--- config.mk ---
export PLATFORM = sky130hd
export DESIGN_NAME = sp_offset_tracker
export DESIGN_NICKNAME = d
export VERILOG_FILES = /design/src/rtl/sp_offset_tracker.sv
export SDC_FILE = /design/constraint.sdc
export NUM_CORES = 1
export LEC_CHECK = 0
export BUFFER_PORTS_ARGS = -buffer_cell sky130_fd_sc_hd__buf_2
export CAP_MARGIN = 25
export CORE_MARGIN = 2
export CORE_UTILIZATION = 48
export CTS_BUF_LIST = sky130_fd_sc_hd__clkbuf_4 sky130_fd_sc_hd__clkbuf_8 sky130_fd_sc_hd__clkbuf_16
export CTS_CLUSTER_SIZE = 8
export DETAILED_ROUTE_END_ITERATION = 7
export PLACE_DENSITY_LB_ADDON = 0.12
export SETUP_SLACK_MARGIN = 0.2
export SLEW_MARGIN = 20
export SYNTH_ARGS = -nofsm -noshare
export SYNTH_HDL_FRONTEND = slang
export SYNTH_SLANG_ARGS = --single-unit
export TNS_END_PERCENT = 30
--- constraint.sdc ---
create_clock -name clk -period 4.7 [get_ports clk]
set_clock_uncertainty 0.1 [all_clocks]
set_input_delay 0.47 -clock clk [delete_from_list [all_inputs] [get_ports clk]]
set_output_delay 0.47 -clock clk [all_outputs]
set_load 0.02 [all_outputs]
--- src/rtl/sp_offset_tracker.sv ---
module sp_offset_tracker #(
  parameter int OFS_W      = 8,
  parameter int SLOT_BYTES = 4,
  parameter int TAG_W      = 8
) (
  input  logic                    clk,
  input  logic                    rst_n,
  input  logic                    flush,
  input  logic                    in_valid,
  input  logic [2:0]              in_kind,
  input  logic [TAG_W-1:0]        in_tag,
  output logic                    in_ready,
  output logic                    out_valid,
  output logic [2:0]              out_kind,
  output logic signed [OFS_W-1:0] out_disp,
  output logic [TAG_W-1:0]        out_tag,
  input  logic                    out_ready
);
  localparam logic [2:0] K_OTHER = 3'd0;
  localparam logic [2:0] K_PUSH  = 3'd1;
  localparam logic [2:0] K_POP   = 3'd2;
  localparam logic [2:0] K_CALL  = 3'd3;
  localparam logic [2:0] K_RET   = 3'd4;
  localparam logic [2:0] K_SPUSE = 3'd5;
  localparam logic [2:0] K_SYNC  = 3'd6;
  localparam logic signed [OFS_W-1:0] STEP = OFS_W'(SLOT_BYTES);

  logic signed [OFS_W-1:0] off_q, off_d, off_dec, off_inc;
  logic goes_down, goes_up, need_sync, fire;

  assign off_dec   = off_q - STEP;
  assign off_inc   = off_q + STEP;
  assign goes_down = (in_kind == K_PUSH) || (in_kind == K_CALL);
  assign goes_up   = (in_kind == K_POP)  || (in_kind == K_RET);
  assign need_sync = in_valid && (in_kind == K_SPUSE) && (off_q != '0);

  assign out_valid = in_valid;
  assign out_tag   = in_tag;
  assign out_kind  = need_sync ? K_SYNC : in_kind;
  assign out_disp  = need_sync ? off_q : goes_down ? off_dec : goes_up ? off_q : '0;
  assign in_ready  = out_ready && !need_sync;
  assign fire      = out_valid && out_ready;

  always_comb begin
    off_d = off_q;
    if (fire) begin
      if (need_sync)      off_d = '0;
      else if (goes_down) off_d = off_dec;
      else if (goes_up)   off_d = off_inc;
    end
  end

  always_ff @(posedge clk or negedge rst_n) begin
    if (!rst_n)     off_q <= '0;
    else if (flush) off_q <= '0;
    else            off_q <= off_d;
  end

  AST_PUSH_STEP: assert property (@(posedge clk) disable iff (!rst_n)
    (fire && !flush && (out_kind == K_PUSH || out_kind == K_CALL)) |=> off_q == $past(off_q) - STEP);
  AST_POP_STEP: assert property (@(posedge clk) disable iff (!rst_n)
    (fire && !flush && (out_kind == K_POP || out_kind == K_RET)) |=> off_q == $past(off_q) + STEP);
  AST_SYNC_NONZERO: assert property (@(posedge clk) disable iff (!rst_n)
    (out_valid && out_kind == K_SYNC) |-> (out_disp != '0 && !in_ready));
  AST_SYNC_CLEARS: assert property (@(posedge clk) disable iff (!rst_n)
    (fire && out_kind == K_SYNC) |=> off_q == '0);
  AST_USE_AT_ZERO: assert property (@(posedge clk) disable iff (!rst_n)
    (fire && out_kind == K_SPUSE) |-> off_q == '0);
  AST_FLUSH_CLEARS: assert property (@(posedge clk) disable iff (!rst_n)
    flush |=> off_q == '0);
  AST_STALL_STABLE: assert property (@(posedge clk) disable iff (!rst_n)
    (!out_ready && !flush) |=> $stable(off_q));
  AST_STALL_NO_ACCEPT: assert property (@(posedge clk) disable iff (!rst_n)
    !out_ready |-> !in_ready);
endmodule

==> results.py <==
metrics = {
    "sta": {
        "fin_tns_setup_ns": 0,
        "setup_viol": 0,
        "post-route-min-period_ns": 2.66,
        "finalHoldViolations": 0,
        "max_freq_mhz": 377,
        "finalCritPeriodShare_pct": 56.5,
        "slew_violations": 0,
        "rsz0062_at_grt": "false",
    },
    "worst_hold_path": {
        "hold_depth": 2,
        "hold-path-endpoint": "off_q[2]",
        "min_from": "flush",
        "hp-class": "in2reg",
    },
    "die": {
        "start_util_pct": 49.6,
        "pin_count": 37,
        "row_count": 14,
        "die_area_mm2": 0.00185,
        "die_y_um": 43.0,
        "chipWidth_um": 43.0,
        "coreArea_mm2": 0.00147,
    },
    "synth": {
        "synth_mux_area_share_pct": 1.54,
        "yosysWarnings": 0,
        "synth-seq-cells": 6,
        "synth_edf_count": 0,
        "synth_top_family_by_area": "simple AND/OR/NAND/NOR gates",
        "synthSimpleGateAreaFrac_pct": 25.9,
        "yosys.area_share.xor_xnor_pct": 4.80,
        "synth_compound_area_share_pct": 25.6,
        "yosys_most_used_dff": "dfrtp_1",
        "synth_cell_types": 42,
        "ys_seq_area_share_pct": 20.6,
        "synthAdderAreaFrac_pct": 3.43,
        "syn_area_per_cell_um2": 8.11,
        "async_reset_ff_share_pct": 100,
        "syn_inst": 90,
        "synth.cell_area_um2": 729,
    },
    "finish": {
        "largest_reg_flops": 6,
        "most-common-layout-cells": "buf_2 (19), dfrtp_1 (6), a31oi_1 (5), nand2_1 (5)",
        "fin_nets": 117,
        "reg_top3": "off_q: 6 flops",
        "n_antenna_cell": 0,
        "layout_commonest_cell": "buf_2",
        "fin_area_um2": 767,
        "syn_to_final_growth_pct": 5.15,
        "regMostFlops": "off_q",
        "drive_gt1_share_pct": 28.9,
    },
    "power_and_ir_drop": {
        "seqPwrFrac_pct": 32.4,
        "internal-power_mw": 0.161,
        "power_density_mw_per_mm2": 371,
        "p_leak_nw": 0.363,
        "p_comb_share_pct": 50.9,
        "ir_drop_uv": 231,
        "switchingPower_mw": 0.123,
        "power_mw": 0.284,
        "swShare_pct": 43.4,
        "p_clk_share_pct": 16.7,
    },
    "global_route": {
        "grt_pass1_vias": 579,
        "grt-ovfl-total": 0,
        "antenna_found_initial": 0,
        "grt_start_max_net_pins": 11,
        "grt_use_total_pct": 18.3,
        "grt_pass1_wl_um": 2560,
    },
    "placed_design": {
        "io_buffers": 18,
        "gp_congestion": 0.734,
        "dp_hpwl_um": 1170,
        "dpl-instance-area_um2": 734,
    },
    "critical_path": {
        "cp-start-kind": "flop",
        "crit_type": "reg2out",
        "rr_endpoint": "off_q[6]",
        "r2r_start": "off_q[2]",
        "crit_slowest_cell": "dfrtp_1",
        "crit_chain": "inv_1 > ha_1 > a31oi_1 > o21bai_1 > mux2_2 > buf_2",
        "critical-path-max-stage-delay_ns": 0.41,
        "arrival_ns": 2.09,
        "crit_path_end_kind": "output pin",
        "regToRegSetupSlack_ns": 2.76,
        "path_buf_inv": 2,
        "cp.required_ns": 4.13,
        "path_delay_family": "compound AO/OA/AOI/OAI gates",
        "cp_max_fo": 6,
        "reg2reg_depth": 6,
    },
    "clock_tree": {
        "path_clk_slew_ns": 0.04,
        "htree_levels": 1,
        "cts-resized-gates": 0,
        "cts_tree": "done",
        "clockBufferDepth": 2,
        "cts_root_buffer": "clkbuf_4",
        "clkSinkCount": 6,
        "cts_buffers": 3,
        "insertion_delay_ns": 0.25,
    },
    "run_status": {
        "status": "complete, no violations",
    },
    "drt": {
        "wl_per_cell_um": 13.4,
        "drtIter0Drc": 11,
        "wl_um": 1520,
        "viasPerCell": 5.65,
        "antenna_left": 0,
        "first_pass_iters": 4,
        "vias": 638,
        "drc": 0,
    },
    "run": {
        "maxCapViolations": 0,
    },
}
==> stage by stage <==
step	util [%]	hold WS, ns	worst slack [ns]	cells
floorplan	-	0.0744	2.58	91
global placement	49.6	0.204	2.32	108
detailed placement	49.9	0.204	2.29	109
CTS	52.1	0.310	2.05	113
global route	52.1	0.321	1.83	113
finish	52.1	0.315	2.04	113
==> Yosys cell counts (3+ instances only) <==
library cell	instances	area, um2
buf_4	11	82.6
clkbuf_1	4	15.0
nor2_1	4	15.0
nand2_1	5	18.8
a31oi_1	5	31.3
a21oi_1	4	20.0
xnor2_1	3	26.3
dfrtp_1	6	150
nor2b_1	4	25.0
inv_1	4	15.0
==> cells by family (layout without fill, tap and decap cells) <==
logic type | count (synthesis) | count (layout)
AND/OR/NAND/NOR | 30 | 30
AO/OA/AOI/OAI | 25 | 25
buffers and inverters | 21 | 27
flip-flops | 6 | 6
XOR/XNOR | 4 | 4
adder cells (fa/ha/maj) | 2 | 2
other | 1 | 2
multiplexers | 1 | 1
==> cell type report <==
type	instances	area [um2]
Inverter	4	15.0
Tap cell	16	20.0
Sequential cell	6	150
Timing Repair Buffer	20	105
Fill cell	160	704
Multi-Input combinational cell	64	454
Clock buffer	3	22.5
==> routing by layer <==
| layer | up-vias | part of all wire (%) | track usage (%) |
|---|---|---|---|
| met5 | - | 0 | 0 |
| met3 | 6 | 5.7 | 6.81 |
| met1 | 293 | 48 | 23.6 |
| met4 | 0 | 0.79 | 7.27 |
| li1 | 327 | - | - |
| met2 | 12 | 45 | 27.3 |
==> worst max-delay path by stage <==
stage / cells after the start / end / slack (ns) / startpoint
after floorplan: 5 / out_disp[4] / 2.58 / off_q[5]
after global placement: 6 / out_disp[5] / 2.32 / in_kind[1]
after detailed placement: 6 / out_disp[2] / 2.29 / in_kind[1]
after CTS: 6 / out_disp[2] / 2.05 / off_q[2]
after global routing: 6 / out_disp[2] / 1.83 / off_q[3]
final: 6 / out_disp[2] / 2.04 / off_q[2]
==> power groups by stage <==
| stage | registers (mW) | clock network [mW] | logic [mW] |
|---|---|---|---|
| detailed placement | 0.0926 | 0 | 0.144 |
| CTS | 0.0916 | 0.0499 | 0.146 |
| global placement | 0.0922 | 0 | 0.145 |
| global route | 0.0972 | 0.0530 | 0.160 |
| floorplan | 0.0712 | 0 | 0.150 |
| finish | 0.0922 | 0.0475 | 0.145 |
==> what timing repair did <==
item / in CTS / in global routing
hold buffers: 1 / 0
endpoints found under the hold margin: 6 / 0
setup buffers: 0 / 0
No activity file was read; power rests on OpenSTA's default activity.
